==> src/rtl/sipo_pkg.sv <==
package sipo_pkg;
  localparam int unsigned DEF_WORD_W = 32;
  localparam int unsigned DEF_DEPTH  = 64;
endpackage

==> src/rtl/sipo_bit_assembler.sv <==
module sipo_bit_assembler #(
  parameter int unsigned WORD_W = sipo_pkg::DEF_WORD_W
) (
  input  logic              clk,
  input  logic              rst,
  input  logic              take,
  input  logic              bit_in,
  output logic              word_done,
  output logic [WORD_W-1:0] word_out
);
  localparam int unsigned CNT_W = $clog2(WORD_W);
  localparam logic [CNT_W-1:0] LAST = CNT_W'(WORD_W - 1);

  logic [CNT_W-1:0]  cnt_q;
  logic [WORD_W-2:0] shift_q;

  // the completed word includes the bit arriving this cycle
  assign word_done = take && (cnt_q == LAST);
  assign word_out  = {shift_q, bit_in};

  always_ff @(posedge clk) begin
    if (rst) begin
      cnt_q   <= '0;
      shift_q <= '0;
    end else if (take) begin
      shift_q <= {shift_q[WORD_W-3:0], bit_in};
      cnt_q   <= (cnt_q == LAST) ? '0 : cnt_q + CNT_W'(1);
    end
  end
endmodule

==> src/rtl/sipo_ptr_ctrl.sv <==
module sipo_ptr_ctrl #(
  parameter int unsigned DEPTH = sipo_pkg::DEF_DEPTH
) (
  input  logic                     clk,
  input  logic                     rst,
  input  logic                     push,
  input  logic                     pop,
  output logic [$clog2(DEPTH)-1:0] wr_addr,
  output logic [$clog2(DEPTH)-1:0] rd_addr,
  output logic                     empty,
  output logic                     full
);
  localparam int unsigned AW = $clog2(DEPTH);
  localparam int unsigned PW = AW + 1;

  logic [PW-1:0] wr_q, rd_q, wr_n, rd_n;

  always_comb begin
    wr_n = push ? wr_q + PW'(1) : wr_q;
    rd_n = pop  ? rd_q + PW'(1) : rd_q;
  end

  assign wr_addr = wr_q[AW-1:0];
  assign rd_addr = rd_q[AW-1:0];

  // flags registered from next-state pointers
  always_ff @(posedge clk) begin
    if (rst) begin
      wr_q  <= '0;
      rd_q  <= '0;
      empty <= 1'b1;
      full  <= 1'b0;
    end else begin
      wr_q  <= wr_n;
      rd_q  <= rd_n;
      empty <= (wr_n == rd_n);
      full  <= (wr_n[AW] != rd_n[AW]) && (wr_n[AW-1:0] == rd_n[AW-1:0]);
    end
  end
endmodule

==> src/rtl/sipo_sdp_ram.sv <==
module sipo_sdp_ram #(
  parameter int unsigned WIDTH = sipo_pkg::DEF_WORD_W,
  parameter int unsigned DEPTH = sipo_pkg::DEF_DEPTH
) (
  input  logic                     clk,
  input  logic                     we,
  input  logic [$clog2(DEPTH)-1:0] waddr,
  input  logic [WIDTH-1:0]         wdata,
  input  logic                     re,
  input  logic [$clog2(DEPTH)-1:0] raddr,
  output logic [WIDTH-1:0]         rdata
);
  logic [WIDTH-1:0] mem [DEPTH];

  always_ff @(posedge clk) begin
    if (we) mem[waddr] <= wdata;
  end

  always_ff @(posedge clk) begin
    if (re) rdata <= mem[raddr];
  end
endmodule

==> src/rtl/sipo_word_fifo.sv <==
module sipo_word_fifo #(
  parameter int unsigned WORD_W = sipo_pkg::DEF_WORD_W,
  parameter int unsigned DEPTH  = sipo_pkg::DEF_DEPTH
) (
  input  logic              clk,
  input  logic              rst,
  input  logic              serial_valid,
  input  logic              serial_data,
  output logic              serial_ready,
  input  logic              rd_req,
  output logic              rd_valid,
  output logic [WORD_W-1:0] rd_data,
  output logic              empty,
  output logic              full
);
  localparam int unsigned AW = $clog2(DEPTH);

  logic              take, word_done, pop;
  logic [WORD_W-1:0] word;
  logic [AW-1:0]     wr_addr, rd_addr;

  assign serial_ready = !full;
  assign take         = serial_valid && serial_ready;
  assign pop          = rd_req && !empty;

  sipo_bit_assembler #(.WORD_W(WORD_W)) u_asm (
    .clk(clk), .rst(rst), .take(take), .bit_in(serial_data),
    .word_done(word_done), .word_out(word)
  );

  sipo_ptr_ctrl #(.DEPTH(DEPTH)) u_ptr (
    .clk(clk), .rst(rst), .push(word_done), .pop(pop),
    .wr_addr(wr_addr), .rd_addr(rd_addr), .empty(empty), .full(full)
  );

  sipo_sdp_ram #(.WIDTH(WORD_W), .DEPTH(DEPTH)) u_ram (
    .clk(clk), .we(word_done), .waddr(wr_addr), .wdata(word),
    .re(pop), .raddr(rd_addr), .rdata(rd_data)
  );

  always_ff @(posedge clk) begin
    if (rst) rd_valid <= 1'b0;
    else     rd_valid <= pop;
  end
endmodule

==> config.mk <==
export PLATFORM = sky130hd
export DESIGN_NAME = sipo_word_fifo
export DESIGN_NICKNAME = d
export VERILOG_FILES = /design/src/rtl/sipo_pkg.sv /design/src/rtl/sipo_bit_assembler.sv /design/src/rtl/sipo_ptr_ctrl.sv /design/src/rtl/sipo_sdp_ram.sv /design/src/rtl/sipo_word_fifo.sv
export SDC_FILE = /design/constraint.sdc
export NUM_CORES = 2
export LEC_CHECK = 0
export BUFFER_PORTS_ARGS = -buffer_cell sky130_fd_sc_hd__buf_4
export CAP_MARGIN = 20
export CORE_MARGIN = 2
export CORE_UTILIZATION = 39
export DETAILED_ROUTE_END_ITERATION = 10
export PLACE_DENSITY = 0.64
export RECOVER_POWER = 100
export SETUP_SLACK_MARGIN = 0.4
export SLEW_MARGIN = 30
export SYNTH_ARGS = -nofsm -noshare
export SYNTH_HDL_FRONTEND = slang
export SYNTH_SLANG_ARGS = --single-unit
==> constraint.sdc <==
create_clock -name clk -period 3.8 [get_ports clk]
set_clock_uncertainty 0.05 [all_clocks]
set_input_delay 0.38 -clock clk [delete_from_list [all_inputs] [get_ports clk]]
set_output_delay 0.38 -clock clk [all_outputs]
set_load 0.005 [all_outputs]
==> results_tabular.tex <==
\begin{tabular}{lr}
\hline
Metric & Value \\
\hline
\multicolumn{2}{l}{\textbf{Status}} \\
Run status & finished with violations \\
Failing checks & max-capacitance violations, max-slew violations \\
\multicolumn{2}{l}{\textbf{Route}} \\
Vias after detailed routing & approximately 40000 \\
Mean number of vias per cell & 5.81 \\
WL final & between 200000 and 250000 um \\
Detailed router's first-iteration violation count & between 5000 and 6000 \\
Average routed wire per standard cell & roughly 31 um \\
Residual antenna-violating net count after detailed routing & 0 \\
Number of detailed-route iterations in the first pass & 6 \\
Post-route DRC violation count & 0 \\
\multicolumn{2}{l}{\textbf{Synthesis}} \\
Number of instances in the synthesized netlist & around 3600 \\
Syn Area/Cell & about 22 um\^{}2 \\
Netlist Area Pre-Place & 81000 um\^{}2 \\
Largest area contributor in the netlist & sky130\_fd\_sc\_hd\_\_edfxtp\_1 \\
Primary FF master, synth & sky130\_fd\_sc\_hd\_\_edfxtp\_1 \\
Number of distinct library cells after synthesis & 56 \\
Cells taking the most area after synthesis & sky130\_fd\_sc\_hd\_\_edfxtp\_1, sky130\_fd\_sc\_hd\_\_mux4\_2, sky130\_fd\_sc\_hd\_\_dfxtp\_1 \\
Yosys Warn Count & 0 \\
Share of the synthesized area in the top cell type & between 70 and 80\% \\
Post-synth EDFFs & approximately 2100 \\
Portion of the post-synthesis area used by sequential elements & about four fifths \\
Net count after synthesis & approximately 3700 \\
Flip-flop and latch count after synthesis & approximately 2100 \\
Async set or reset register ratio after synthesis & 0\% \\
\multicolumn{2}{l}{\textbf{Pwr}} \\
Worst vdd ir & 0.457 mV \\
Sequential Power Share & about 56\% \\
Share of total power in the clock network & approximately 44\% \\
Internal & between 30 and 40 mW \\
Power per Cell Area & between 400 and 500 nW/um\^{}2 \\
Net Sw Power & 8.89 mW \\
Leakage Power & between 20 and 30 nW \\
Share of power burned in combinational logic & 0.1\% \\
Switching Share & roughly a fifth \\
\multicolumn{2}{l}{\textbf{Finish}} \\
Post-route core utilization & about 45\% \\
Area used by sequential logic in the layout & approximately 64000 um\^{}2 \\
Area grow syn2layout & 14.7\% \\
Filler cell count in the final layout & around 17000 \\
Layout Cells excl Fill & just under 7000 \\
Fraction of final layout cells with drive strength greater than 1 & 27.8\% \\
Post-route standard cell area excluding fillers & 93000 um\^{}2 \\
Count of nets after finishing & $\sim$4000 \\
Multi-input logic area & around 17000 um\^{}2 \\
\multicolumn{2}{l}{\textbf{STA}} \\
Final number of setup-violating endpoints & 0 \\
Final setup TNS & 0 ns \\
Final worst hold slack & between 0.4 and 0.5 ns \\
Min Clock Period, post-route & around 3.5 ns \\
Number of pins with negative max-slew slack in the final report & 1502 \\
Final cycle utilization of the critical path & a little over 90\% \\
Fmax & approximately 290 MHz \\
Transition at the pin with the smallest max-transition slack & approximately 3.2 ns \\
RSZ-0062 raised after global routing & no \\
Count of endpoints failing hold in the final timing report & 0 \\
Worst rel slew slack & -116\% \\
\multicolumn{2}{l}{\textbf{Global route}} \\
Global Route Usage Sum & around 20\% \\
Number of global-route vias before repair & roughly 39000 \\
Initial antenna violation count & 11 \\
Maximum number of pins on one net before global-route repair & slightly below 80 \\
Total congestion overflow & 0 \\
First-pass GRT wire length & 297000 um \\
\multicolumn{2}{l}{\textbf{Placed design}} \\
HPWL after DPL & 122000 um \\
Quantity of I/O buffers inserted on ports & 40 \\
Cell total after placement & 6436 \\
Placer Congestion & roughly 0.86 \\
Instance area at placement & 86900 um\^{}2 \\
\multicolumn{2}{l}{\textbf{Critical path}} \\
Reg2reg setup slack & 0.31 ns \\
Required time worst endpoint & around 4.2 ns \\
Critical path's slowest cell & sky130\_fd\_sc\_hd\_\_dfxtp\_1 \\
Buffer and inverter count on the worst path & 1 \\
Critical path fanouts, max & 44 \\
CP cell instances & clkbuf\_1 \\
Path depth of the worst reg2reg path & 1 \\
Delay of the slowest critical-path stage & around 2.0 ns \\
Top Family by Delay on Critical Path & flip-flops \\
Sort of element at the end of the critical path & register \\
Reg-to-Reg End & u\_ram.mem[19][8] \\
Type of element launching the critical path & register \\
Launch point of the worst reg-to-reg path & u\_asm.shift\_q[7] \\
Category of the critical setup timing path & register to register \\
Worst EP arrival & 3.89 ns \\
\multicolumn{2}{l}{\textbf{Floorplanning}} \\
Die outline width & between 400 and 500 um \\
Die H & around 460 um \\
Number of placement rows & between 150 and 200 \\
Total core area & 207000 um\^{}2 \\
I/O pin cnt & 41 \\
Die Outline Area & 211000 um\^{}2 \\
Effective utilization at floorplan & around 40\% \\
\multicolumn{2}{l}{\textbf{CTS}} \\
Maximum buffer depth of the clock tree & 3 \\
Clk Latency, worst-skew pair & 0.88 ns \\
CTS H-tree lvls & 4 \\
Number of post-CTS setup repair buffers & 0 \\
Post-CTS clock slew at the launch and capture registers of the worst setup and hold paths & $\sim$0.060 ns \\
CTS tree & yes \\
CTS Buf Count & $\sim$200 \\
Library cell used as clock root buffer & sky130\_fd\_sc\_hd\_\_clkbuf\_16 \\
CTS sink cnt & 2133 \\
\multicolumn{2}{l}{\textbf{Hold path}} \\
Number of cells on the worst hold path & 2 \\
Type of the most critical hold path & register to register \\
End point of the worst hold path & u\_asm.cnt\_q[4] \\
Beginning of the worst hold path & u\_asm.cnt\_q[4] \\
\multicolumn{2}{l}{\textbf{Flow run}} \\
Max-cap violations & 33 \\
\hline
\end{tabular}
-- cell usage after synthesis (all sizes together) (29+ instances only) --
library cell  instances
clkbuf               64
edfxtp             2080
a22oi               112
a221oi               46
mux2                 38
nor2                 95
dfxtp                53
a21oi                56
o21ai                37
mux4                501
buf                 146
nor2b                29
mux2i                33
nand2               136
a22o                 38
-- power groups by stage --
stage / combinational [mW] / clock (mW) / sequential, mW
detailed placement: 0.0674 / 0 / 25.9
CTS: 0.0710 / 20.5 / 25.4
finish: 0.0685 / 20.2 / 25.5
global placement: 0.0650 / 0 / 25.9
global route: 0.0726 / 21.4 / 25.4
floorplan: 0.0232 / 0 / 26.0
-- layout by cell type, fill, tap and decap left out, types with 8 or more instances in the layout --
master / Yosys / final
sky130_fd_sc_hd__a221oi_1: 46 / 46
sky130_fd_sc_hd__clkbuf_16: 0 / 204
sky130_fd_sc_hd__o41ai_1: 9 / 9
sky130_fd_sc_hd__nor2b_1: 29 / 24
sky130_fd_sc_hd__mux2i_1: 33 / 33
sky130_fd_sc_hd__dfxtp_1: 53 / 49
sky130_fd_sc_hd__clkbuf_4: 0 / 53
sky130_fd_sc_hd__edfxtp_1: 2080 / 2080
sky130_fd_sc_hd__bufinv_16: 0 / 19
sky130_fd_sc_hd__o21ai_1: 8 / 15
sky130_fd_sc_hd__nor2_1: 94 / 47
sky130_fd_sc_hd__clkinv_2: 0 / 29
sky130_fd_sc_hd__a21oi_1: 56 / 56
sky130_fd_sc_hd__o22ai_1: 13 / 13
sky130_fd_sc_hd__nand4_1: 8 / 8
sky130_fd_sc_hd__a22o_1: 38 / 38
sky130_fd_sc_hd__nor2_4: 0 / 43
sky130_fd_sc_hd__mux2_2: 38 / 38
sky130_fd_sc_hd__nand2_1: 135 / 135
sky130_fd_sc_hd__clkbuf_1: 62 / 89
sky130_fd_sc_hd__a22oi_1: 112 / 112
sky130_fd_sc_hd__clkbuf_2: 2 / 18
sky130_fd_sc_hd__buf_12: 0 / 40
sky130_fd_sc_hd__mux4_2: 501 / 501
sky130_fd_sc_hd__a211oi_1: 23 / 23
sky130_fd_sc_hd__clkinv_1: 0 / 49
sky130_fd_sc_hd__o211ai_1: 13 / 13
sky130_fd_sc_hd__nand3_1: 23 / 23
sky130_fd_sc_hd__buf_4: 33 / 146
sky130_fd_sc_hd__o221ai_1: 10 / 10
sky130_fd_sc_hd__o21ai_0: 29 / 19
-- worst max path at each step --
stage | from | end | cells past startpoint
floorplan | u_asm.cnt_q[0] | u_ram.mem[31][0] | 7
global placement | u_ptr.rd_q[0] | u_ram.rdata[14] | 6
detailed placement | u_ptr.rd_q[0] | u_ram.rdata[22] | 6
CTS | u_asm.cnt_q[0] | u_ram.mem[58][16] | 7
global route | u_asm.cnt_q[0] | u_ram.mem[59][16] | 7
finish | u_asm.shift_q[7] | u_ram.mem[19][8] | 1
-- cell families after synthesis --
logic type                 after synthesis  synth area share, %
AOI/OAI and AO/OA                      371                 3.31
xor gates and xnor gates                10                0.108
adders and majority gates                4               0.0618
buffers and inverters                  216                 1.37
DFF                                   2133                 78.4
muxes                                  572                 14.9
and+or+nand+nor                        338                 1.90
-- per-layer routing --
layer / share of wire, % / vias up / GRT usage, %
met4: 4.2 / 6 / 7.76
met2: 47 / 1895 / 30.7
met3: 9.0 / 343 / 4.30
met5: 0.019 / - / 0
met1: 40 / 21300 / 27.3
li1: - / 16100 / -
-- through the flow --
| stage | setup slack (ns) | power (mW) |
|---|---|---|
| 6_report | 0.312 | 45.7 |
| 5_1_grt | 0.220 | 46.9 |
| 4_1_cts | 0.409 | 46.0 |
| 3_5_place_dp | 0.397 | 26.0 |
| 3_3_place_gp | -0.124 | 26.0 |
| 2_1_floorplan | -0.416 | 26.0 |
-- sequential cells by signal, summed over array words and instances (netlist names) --
register       count
rd_valid           1
u_asm.cnt_q        5
u_asm.shift_q     31
u_ptr.empty        1
u_ptr.full         1
u_ptr.rd_q         7
u_ptr.wr_q         7
u_ram.mem       2048
u_ram.rdata       32
-- worst min-delay path, cell delays in order (launching register included) --
cell and delay [ns]:
sky130_fd_sc_hd__dfxtp_1 0.31, sky130_fd_sc_hd__nand2_1 0.05, sky130_fd_sc_hd__a21oi_1 0.05
-- area by class of cell --
| class | count | area share (%) |
|---|---|---|
| flip-flops and latches | 2133 | 68.3 |
| well taps | 2704 | 3.64 |
| clock buffers | 259 | 5.77 |
| diodes | 3 | 0.00808 |
| repair buffers | 303 | 2.79 |
| inverters | 6 | 0.0242 |
| multi-input cells | 1295 | 18.0 |
| clock inverters | 119 | 1.41 |
-- timing repair --
item	4_1_cts	5_1_grt
gates resized for setup	4	5
endpoints found under the hold margin	21	0
endpoints found under the setup margin	4	190
hold buffers	4	0
(Power assumes the default switching activity.)
